`src/rtl/extirq_pkg.sv`:
```
package extirq_pkg;

  // Trigger selector held in control bits [1:0]
  typedef enum logic [1:0] {
    TRIG_LVL_LO   = 2'd0,
    TRIG_EDGE_FALL = 2'd1,
    TRIG_LVL_HI   = 2'd2,
    TRIG_EDGE_RISE = 2'd3
  } trig_e;

  localparam int unsigned TRIG_W = 2;

endpackage

```
`src/rtl/extirq_sync.sv`:
```
// Flop chain used both for the pin synchronizer and the reset release.
module extirq_sync #(
  parameter int unsigned STAGES = 2,
  parameter logic        IDLE   = 1'b0
) (
  input  logic clk_i,
  input  logic rst_ni,
  input  logic d_i,
  output logic q_o
);

  logic [STAGES-1:0] chain_q;
  logic [STAGES-1:0] chain_d;

  always_comb begin
    chain_d = {chain_q[STAGES-2:0], d_i};
  end

  always_ff @(posedge clk_i or negedge rst_ni) begin
    if (!rst_ni) begin
      chain_q <= {STAGES{IDLE}};
    end else begin
      chain_q <= chain_d;
    end
  end

  assign q_o = chain_q[STAGES-1];

endmodule

```
`src/rtl/extirq_detect.sv`:
```
// Edge and level decode of the synchronized pin.
module extirq_detect
  import extirq_pkg::*;
#(
  parameter logic IDLE = 1'b1
) (
  input  logic  clk_i,
  input  logic  rst_ni,
  input  logic  pin_s_i,
  input  trig_e trig_i,
  output logic  edge_evt_o,
  output logic  lvl_act_o
);

  logic prev_q;
  logic rise;
  logic fall;

  always_ff @(posedge clk_i or negedge rst_ni) begin
    if (!rst_ni) begin
      prev_q <= IDLE;
    end else begin
      prev_q <= pin_s_i;
    end
  end

  always_comb begin
    rise       = pin_s_i & ~prev_q;
    fall       = ~pin_s_i & prev_q;
    edge_evt_o = 1'b0;
    lvl_act_o  = 1'b0;
    case (trig_i)
      TRIG_EDGE_RISE: edge_evt_o = rise;
      TRIG_EDGE_FALL: edge_evt_o = fall;
      TRIG_LVL_HI:    lvl_act_o  = pin_s_i;
      default:        lvl_act_o  = ~pin_s_i;
    endcase
  end

endmodule

```
`src/rtl/extirq_pend.sv`:
```
// Sticky pending flag. An edge beats an acknowledge in the same cycle;
// an acknowledge beats a level for one cycle.
module extirq_pend (
  input  logic clk_i,
  input  logic rst_ni,
  input  logic edge_evt_i,
  input  logic lvl_act_i,
  input  logic ack_i,
  output logic pend_o
);

  logic pend_q;
  logic pend_d;

  always_comb begin
    pend_d = edge_evt_i | ((lvl_act_i | pend_q) & ~ack_i);
  end

  always_ff @(posedge clk_i or negedge rst_ni) begin
    if (!rst_ni) begin
      pend_q <= 1'b0;
    end else begin
      pend_q <= pend_d;
    end
  end

  assign pend_o = pend_q;

endmodule

```
`src/rtl/extirq_regs.sv`:
```
// Register decode: control, pending (read / write-one-to-ack), enable.
module extirq_regs
  import extirq_pkg::*;
#(
  parameter int unsigned ADDR_W   = 8,
  parameter int unsigned DATA_W   = 32,
  parameter int unsigned CTRL_W   = 8,
  parameter int unsigned OFF_CTRL = 'h00,
  parameter int unsigned OFF_PEND = 'h04,
  parameter int unsigned OFF_EN   = 'h08
) (
  input  logic              clk_i,
  input  logic              rst_ni,
  input  logic              wr_i,
  input  logic              rd_i,
  input  logic [ADDR_W-1:0] addr_i,
  input  logic [DATA_W-1:0] wdata_i,
  input  logic              pend_i,
  output logic [DATA_W-1:0] rdata_o,
  output logic [CTRL_W-1:0] ctrl_o,
  output trig_e             trig_o,
  output logic              en_o,
  output logic              ack_o
);

  localparam logic [ADDR_W-1:0] A_CTRL = ADDR_W'(OFF_CTRL);
  localparam logic [ADDR_W-1:0] A_PEND = ADDR_W'(OFF_PEND);
  localparam logic [ADDR_W-1:0] A_EN   = ADDR_W'(OFF_EN);

  logic              hit_ctrl, hit_pend, hit_en;
  logic              ctrl_we, en_we;
  logic [CTRL_W-1:0] ctrl_q, ctrl_d;
  logic              en_q, en_d;
  logic              unused_wdata;

  assign unused_wdata = ^wdata_i[DATA_W-1:CTRL_W];

  always_comb begin
    hit_ctrl = (addr_i == A_CTRL);
    hit_pend = (addr_i == A_PEND);
    hit_en   = (addr_i == A_EN);
    ctrl_we  = wr_i & hit_ctrl;
    en_we    = wr_i & hit_en;
    ctrl_d   = wdata_i[CTRL_W-1:0];
    en_d     = wdata_i[0];
    ack_o    = wr_i & hit_pend & wdata_i[0];
  end

  always_ff @(posedge clk_i or negedge rst_ni) begin
    if (!rst_ni) begin
      ctrl_q <= '0;
    end else if (ctrl_we) begin
      ctrl_q <= ctrl_d;
    end
  end

  always_ff @(posedge clk_i or negedge rst_ni) begin
    if (!rst_ni) begin
      en_q <= 1'b0;
    end else if (en_we) begin
      en_q <= en_d;
    end
  end

  always_comb begin
    rdata_o = '0;
    if (rd_i) begin
      if (hit_ctrl) begin
        rdata_o[CTRL_W-1:0] = ctrl_q;
      end else if (hit_pend) begin
        rdata_o[0] = pend_i;
      end else if (hit_en) begin
        rdata_o[0] = en_q;
      end
    end
  end

  assign ctrl_o = ctrl_q;
  assign trig_o = trig_e'(ctrl_q[TRIG_W-1:0]);
  assign en_o   = en_q;

endmodule

```
`src/rtl/extirq_ctrl.sv`:
```
module extirq_ctrl
  import extirq_pkg::*;
#(
  parameter int unsigned ADDR_W      = 8,
  parameter int unsigned DATA_W      = 32,
  parameter int unsigned CTRL_W      = 8,
  parameter int unsigned SYNC_STAGES = 2,
  parameter logic        PIN_IDLE    = 1'b1,
  parameter int unsigned OFF_CTRL    = 'h00,
  parameter int unsigned OFF_PEND    = 'h04,
  parameter int unsigned OFF_EN      = 'h08
) (
  input  logic              clk_i,
  input  logic              rst_ni,
  input  logic              pin_i,
  input  logic              bus_wr_i,
  input  logic              bus_rd_i,
  input  logic [ADDR_W-1:0] bus_addr_i,
  input  logic [DATA_W-1:0] bus_wdata_i,
  output logic [DATA_W-1:0] bus_rdata_o,
  output logic              irq_o
);

  logic              rst_s_n;
  logic              pin_s;
  trig_e             trig;
  logic              edge_evt;
  logic              lvl_act;
  logic              ack;
  logic              pend_q;
  logic              en_q;
  logic [CTRL_W-1:0] ctrl_q;

  // asynchronous assertion, synchronous release
  extirq_sync #(.STAGES(2), .IDLE(1'b0)) u_rst_sync (
    .clk_i (clk_i),
    .rst_ni(rst_ni),
    .d_i   (1'b1),
    .q_o   (rst_s_n)
  );

  extirq_sync #(.STAGES(SYNC_STAGES), .IDLE(PIN_IDLE)) u_pin_sync (
    .clk_i (clk_i),
    .rst_ni(rst_s_n),
    .d_i   (pin_i),
    .q_o   (pin_s)
  );

  extirq_detect #(.IDLE(PIN_IDLE)) u_detect (
    .clk_i     (clk_i),
    .rst_ni    (rst_s_n),
    .pin_s_i   (pin_s),
    .trig_i    (trig),
    .edge_evt_o(edge_evt),
    .lvl_act_o (lvl_act)
  );

  extirq_pend u_pend (
    .clk_i     (clk_i),
    .rst_ni    (rst_s_n),
    .edge_evt_i(edge_evt),
    .lvl_act_i (lvl_act),
    .ack_i     (ack),
    .pend_o    (pend_q)
  );

  extirq_regs #(
    .ADDR_W  (ADDR_W),
    .DATA_W  (DATA_W),
    .CTRL_W  (CTRL_W),
    .OFF_CTRL(OFF_CTRL),
    .OFF_PEND(OFF_PEND),
    .OFF_EN  (OFF_EN)
  ) u_regs (
    .clk_i  (clk_i),
    .rst_ni (rst_s_n),
    .wr_i   (bus_wr_i),
    .rd_i   (bus_rd_i),
    .addr_i (bus_addr_i),
    .wdata_i(bus_wdata_i),
    .pend_i (pend_q),
    .rdata_o(bus_rdata_o),
    .ctrl_o (ctrl_q),
    .trig_o (trig),
    .en_o   (en_q),
    .ack_o  (ack)
  );

  assign irq_o = pend_q & en_q;

endmodule

```
`config.mk`:
```
export PLATFORM = sky130hd
export DESIGN_NAME = extirq_ctrl
export DESIGN_NICKNAME = d
export VERILOG_FILES = /design/src/rtl/extirq_pkg.sv /design/src/rtl/extirq_sync.sv /design/src/rtl/extirq_detect.sv /design/src/rtl/extirq_pend.sv /design/src/rtl/extirq_regs.sv /design/src/rtl/extirq_ctrl.sv
export SDC_FILE = /design/constraint.sdc
export NUM_CORES = 1
export LEC_CHECK = 0
export ABC_AREA = 1
export BUFFER_PORTS_ARGS = -buffer_cell sky130_fd_sc_hd__buf_4
export CAP_MARGIN = 20
export CORE_MARGIN = 3
export CORE_UTILIZATION = 34
export DETAILED_ROUTE_END_ITERATION = 6
export PLACE_DENSITY = 0.86
export SKIP_LAST_GASP = 1
export SYNTH_ARGS = -nofsm -noshare
export SYNTH_HDL_FRONTEND = slang
export SYNTH_SLANG_ARGS = --single-unit
```
`constraint.sdc`:
```
create_clock -name clk_i -period 0.8 [get_ports clk_i]
set_input_delay 0.12 -clock clk_i [delete_from_list [all_inputs] [get_ports clk_i]]
set_output_delay 0.12 -clock clk_i [all_outputs]
set_load 0.05 [all_outputs]
```
=== Yosys cells after proc, flatten, opt, wreduce, memory -nomap -nowiden ===
Index checks and enable logic that the tools add are counted.

* Register bits: 15
* Bits of input ports: 45
* Output and inout bits: 33
* Logic and storage cells: 33

* Eq/ne operators: 5
* Muxes and demuxes: 7
* Bitwise operators: 13
* Reduce and logical (&&, ||, !) cells: 2

{| class="wikitable"
|+ Operator list
! operator !! number
|-
| 1-bit AND || 8
|-
| 8-bit by 3-bit equality test with 1-bit output (second input constant) || 1
|-
| 8-bit by 4-bit equality test with 1-bit output (second input constant) || 1
|-
| 8-bit zero test || 1
|-
| 8-bit 2-to-1 mux || 1
|-
| 7-bit 2-to-1 mux || 1
|-
| 2-bit equality test (second input constant) || 2
|-
| 1-bit case mux with 2 select lines || 2
|-
| 1-bit 2-to-1 mux || 3
|-
| 1-bit inverter || 3
|-
| 2-bit by 1-bit equality test with 1-bit output (second input constant) || 1
|-
| 1-bit bitwise OR || 2
|-
| 2-bit OR reduction || 1
|}

=== Longest topological paths before layout ===
* Word-level depth: 6
* Depth in mapped cells: 7
* Gate-level depth less buffers: 7

=== Cells and area by module ===
From an unflattened synthesis, not the netlist that was laid out.

* Cells, all modules: 129
* Area total of the unflattened synthesis: 997.2 µm²

{| class="wikitable"
|+ Modules (own cells, without submodules)
! module !! instances !! cells each !! area an instance (µm²) !! sequential area each (µm²)
|-
| extirq_regs || 1 || 101 || 755.7 || 225.2
|-
| extirq_detect || 1 || 16 || 86.3 || 26.3
|-
| extirq_sync at u_pin_sync || 1 || 2 || 52.6 || 52.6
|-
| extirq_sync at u_rst_sync || 1 || 2 || 50.0 || 50.0
|-
| extirq_pend || 1 || 5 || 41.3 || 25.0
|-
| extirq_ctrl || 1 || 3 || 11.3 || 0.0
|}

=== Worst setup path after synthesis ===
No wires, ideal clock.

* Kind: input -> output
* From: input bus_addr_i[7]
* To: output bus_rdata_o[1]
* Arrival time: 1262 ps
* Data required time: 680 ps
* Path slack: -582 ps
* Stages: 5
* Path through: nor2_1 nand2_1 nor2_4 nand2_1 nor2_1

* Longest elaborated chain between the ends: 3

{| class="wikitable"
|+ RTL lines
! element !! line !! RTL
|-
| start, declared || extirq_ctrl.sv:18 || <nowiki>input logic [ADDR_W-1:0] bus_addr_i,</nowiki>
|-
| 8-bit zero test || extirq_regs.sv:39 || <nowiki>hit_ctrl = (addr_i == A_CTRL);</nowiki>
|-
| 7-bit 2-to-1 mux || extirq_regs.sv:68 || <nowiki>if (hit_ctrl) begin</nowiki>
|-
| 8-bit 2-to-1 mux || extirq_regs.sv:67 || <nowiki>if (rd_i) begin</nowiki>
|-
| end, declared || extirq_ctrl.sv:20 || <nowiki>output logic [DATA_W-1:0] bus_rdata_o,</nowiki>
|}

Every way passes these cells.

=== Final worst setup path ===
* From: register u_regs.en_q, in the netlist u_regs.en_o
* To: output bus_rdata_o[0]

* Longest elaborated chain between the ends: 4

{| class="wikitable"
|+ RTL lines
! element !! line !! RTL
|-
| start, declared || extirq_regs.sv:33 || <nowiki>logic en_q, en_d;</nowiki>
|-
| start signal, assigned || extirq_regs.sv:61 || <nowiki>en_q <= en_d;</nowiki>
|-
| 1-bit 2-to-1 mux || extirq_regs.sv:72 || <nowiki>end else if (hit_en) begin</nowiki>
|-
| 1-bit 2-to-1 mux || extirq_regs.sv:70 || <nowiki>end else if (hit_pend) begin</nowiki>
|-
| 1-bit 2-to-1 mux || extirq_regs.sv:68 ||
|-
| 8-bit 2-to-1 mux || extirq_regs.sv:67 ||
|}

Every way passes these cells.

==> summary.txt <==
Placement
  – GPL Wtd Cong: 0.759
  – HPWL after DPL: 1.45 mm
  – I/O Buffers: 29
  – Placement Setup Slack: -0.383 ns
  – Area after DPL: 1310 sq um

Setup path
  – Crit path largest cell delay: 0.40 ns
  – Critical path launch point type: register
  – Peak fanout along the critical path: 2
  – CP max stage cell: dfrtp_1
  – WP depth: 5
  – Reg-to-reg setup timing slack: -0.18 ns
  – Most used cell, CP: nand3_1
  – Worst EP arrival: ~1.1 ns
  – Ordered cell list for the critical path: nand3_1, nand3_1, nand2_2, clkinvlp_4, buf_6
  – CP top delay family: flip-flops
  – Crit path capture type: primary output
  – Buf+Inv Stages, Crit Path: 2
  – Required time of the critical path: 0.68 ns
  – Worst r2r path cells: 5
  – CP Class: reg -> out

Detailed routing
  – Router iterations before antenna repair: 4
  – Wire per inst: approximately 9.6 microns
  – Initial DRC Count: 19
  – Vias: between 800 and 900
  – WL met2: 1.01 mm
  – Metal-1 WL: around 720 microns
  – Final wirelength: roughly 1.9 mm
  – Met3 WL: 126 microns
  – # DRC: 0
  – Highest Signal Layer: met4
  – Vias/cell: 4.11
  – Antenna viol nets, final: 0

Logic synthesis
  – Synth top area share: 0.324
  – Cell variety after synth: 18
  – Area contributors post-synth: dfrtp_1 (32%), buf_4 (19%), dfstp_2 (8.5%), nor2_1 (8.1%), inv_1 (6.9%)
  – Synth Instances: between 100 and 150
  – Sequential share of the synthesized area: 0.409
  – Syn avg cell area: 7.98 sq um
  – Ys Warns: 0
  – Top_reg_cell synth: dfrtp_1
  – Mapped Area: 926 sq um
  – Synth area leader: dfrtp_1
  – Asr flop ratio synth: 1.00
  – Seq cells post-synth: 15
  – Post-synth EDFFs: 0

Power and ir drop
  – Sw frac: 0.349
  – Comb pwr share: 0.314
  – Pwr dens: 1180 nW/um^2
  – Clock share of power: 0.233
  – Sw Pwr: about 0.63 mW
  – Int Power: about 1.2 mW
  – Max VDD drop: 1490 uV
  – P_leak: 0.769 nW
  – Flop pwr share: 0.452

Timing
  – Unrepaired setup endpoints after global routing: true
  – Tcrit/Tclk final: 1.55
  – Final Skew: 0.00567 ns
  – Fmax: 805 MHz
  – Worst Slack Setup Final: -0.443 ns
  – Final setup vio count: 18
  – Fin. max-slew vios: 0
  – Min Tclk post-route: 1.24 ns
  – Final Hold Fails: 0

Clock tree
  – CTS root buffer: clkbuf_4
  – Clock Latency Late Sink: 0.28 ns
  – CTS Sinks: 15
  – Htree depth: 1
  – CTS tree: built
  – Clk slew on worst S/H paths: 0.08 ns
  – TritonCTS Buffers: 3
  – Max Buffers Root-to-Sink: 2

GRT
  – Largest net degree at the start of global routing: 17
  – Total track usage: 0.116
  – Antenna violations before repair: 0
  – Vias in the first global route: 675
  – First-pass GRT wire length: ~2.9 mm
  – Gr ovfl total: 0

Die
  – Row count: 18
  – Die Y: just under 60 microns
  – Placeable Area: approximately 2500 sq um
  – I/O pin count: 78
  – Chip width: 58.2 microns
  – Die ar.: roughly 3400 sq um
  – Initial Util: 0.367

Final layout
  – Diodes inserted: 0
  – Fin nets: 214
  – Most frequent cells in the layout: buf_4 (30), conb_1 (25), nor2_4 (14), inv_1 (13)
  – Area delta synth->final: 63.9%
  – Share of layout cells above drive strength 1: 0.548
  – Design Area, Final: about 1500 sq um
  – Layout fillers: between 200 and 250
  – Most common cell after layout, fill and taps aside: buf_4

Job
  – MaxCap Viol Count: 0

Worst hold path
  – HP Class: reg -> async

Run status
  – Failing checks: negative setup slack
  – Status: finished with violations
cell usage after synthesis (all sizes together) (2+ instances only):
library cell	instances
conb	2
nand3	5
a21oi	7
dfrtp	12
dfstp	3
nor2	22
o21ai	2
buf	25
nand2	17
inv	17
final timing paths:
| check | startpoint | endpoint |
|---|---|---|
| max | u_regs.en_o | bus_rdata_o[0] |
| min | u_rst_sync.chain_q[1] | u_regs.en_o |
| max reg2reg | u_pin_sync.chain_q[1] | u_pend.pend_o |
| min reg2reg | u_rst_sync.chain_q[1] | u_regs.en_o |
| max in group asynchronous | u_rst_sync.chain_q[1] | u_pin_sync.chain_q[0] |
| min in group clk_i | bus_wdata_i[3] | u_regs.ctrl_o[3] |
logic make-up after synthesis:
family | after synthesis | synth area share
buffers and inverters | 42 | 0.276
and+or+nand+nor | 45 | 0.204
AOI/OAI and AO/OA | 12 | 0.103
other | 2 | 0.00811
DFF | 15 | 0.409
metrics by stage:
| step | setup TNS (ns) | total power [mW] | util | instances | hold slack (ns) |
|---|---|---|---|---|---|
| finish | -4.22 | 1.80 | 0.602 | 198 | 0.0190 |
| floorplan | -2.29 | 1.26 | - | 139 | -0.176 |
| global route | -5.18 | 1.89 | 0.602 | 198 | 0.0334 |
| global placement | -5.56 | 1.33 | 0.521 | 189 | -0.0965 |
| detailed placement | -5.92 | 1.34 | 0.521 | 189 | -0.0954 |
| CTS | -4.08 | 1.79 | 0.568 | 198 | 0.0232 |
layout make-up:
class	count	area (sq um)	area share
Tap cell	30	37.5	0.0247
Clock buffer	4	26.3	0.0173
Timing Repair Buffer	50	475	0.313
Sequential cell	15	379	0.250
Inverter	17	71.3	0.0470
Multi-Input combinational cell	82	528	0.348
state kept, by name, summed over array words and instances, names as in the netlist:
register	cells
u_detect.prev_q	1
u_pend.pend_o	1
u_pin_sync.chain_q	2
u_regs.ctrl_o	8
u_regs.en_o	1
u_rst_sync.chain_q	2
timing repair:
action                                 4_1_cts  5_1_grt
hold buffers                                 2        0
endpoints found under the hold margin        3        0
gates resized for setup                     15       23
setup endpoints to repair                   13       19
buffers inserted                             3        1
pin swaps                                    4        7
power groups by stage:
| stage | combinational [mW] | clock (mW) | sequential, mW |
|---|---|---|---|
| finish | 0.565 | 0.420 | 0.813 |
| global route | 0.597 | 0.477 | 0.817 |
| CTS | 0.541 | 0.436 | 0.813 |
| detailed placement | 0.509 | 0 | 0.826 |
| global placement | 0.505 | 0 | 0.825 |
| floorplan | 0.431 | 0 | 0.833 |
metal layers:
metal / GRT usage / up-vias
met5: 0 / -
met1: 0.134 / 375
li1: - / 408
met2: 0.185 / 26
met3: 0.0245 / 4
met4: 0.0894 / 0
No activity file was read; power rests on OpenSTA's default activity.
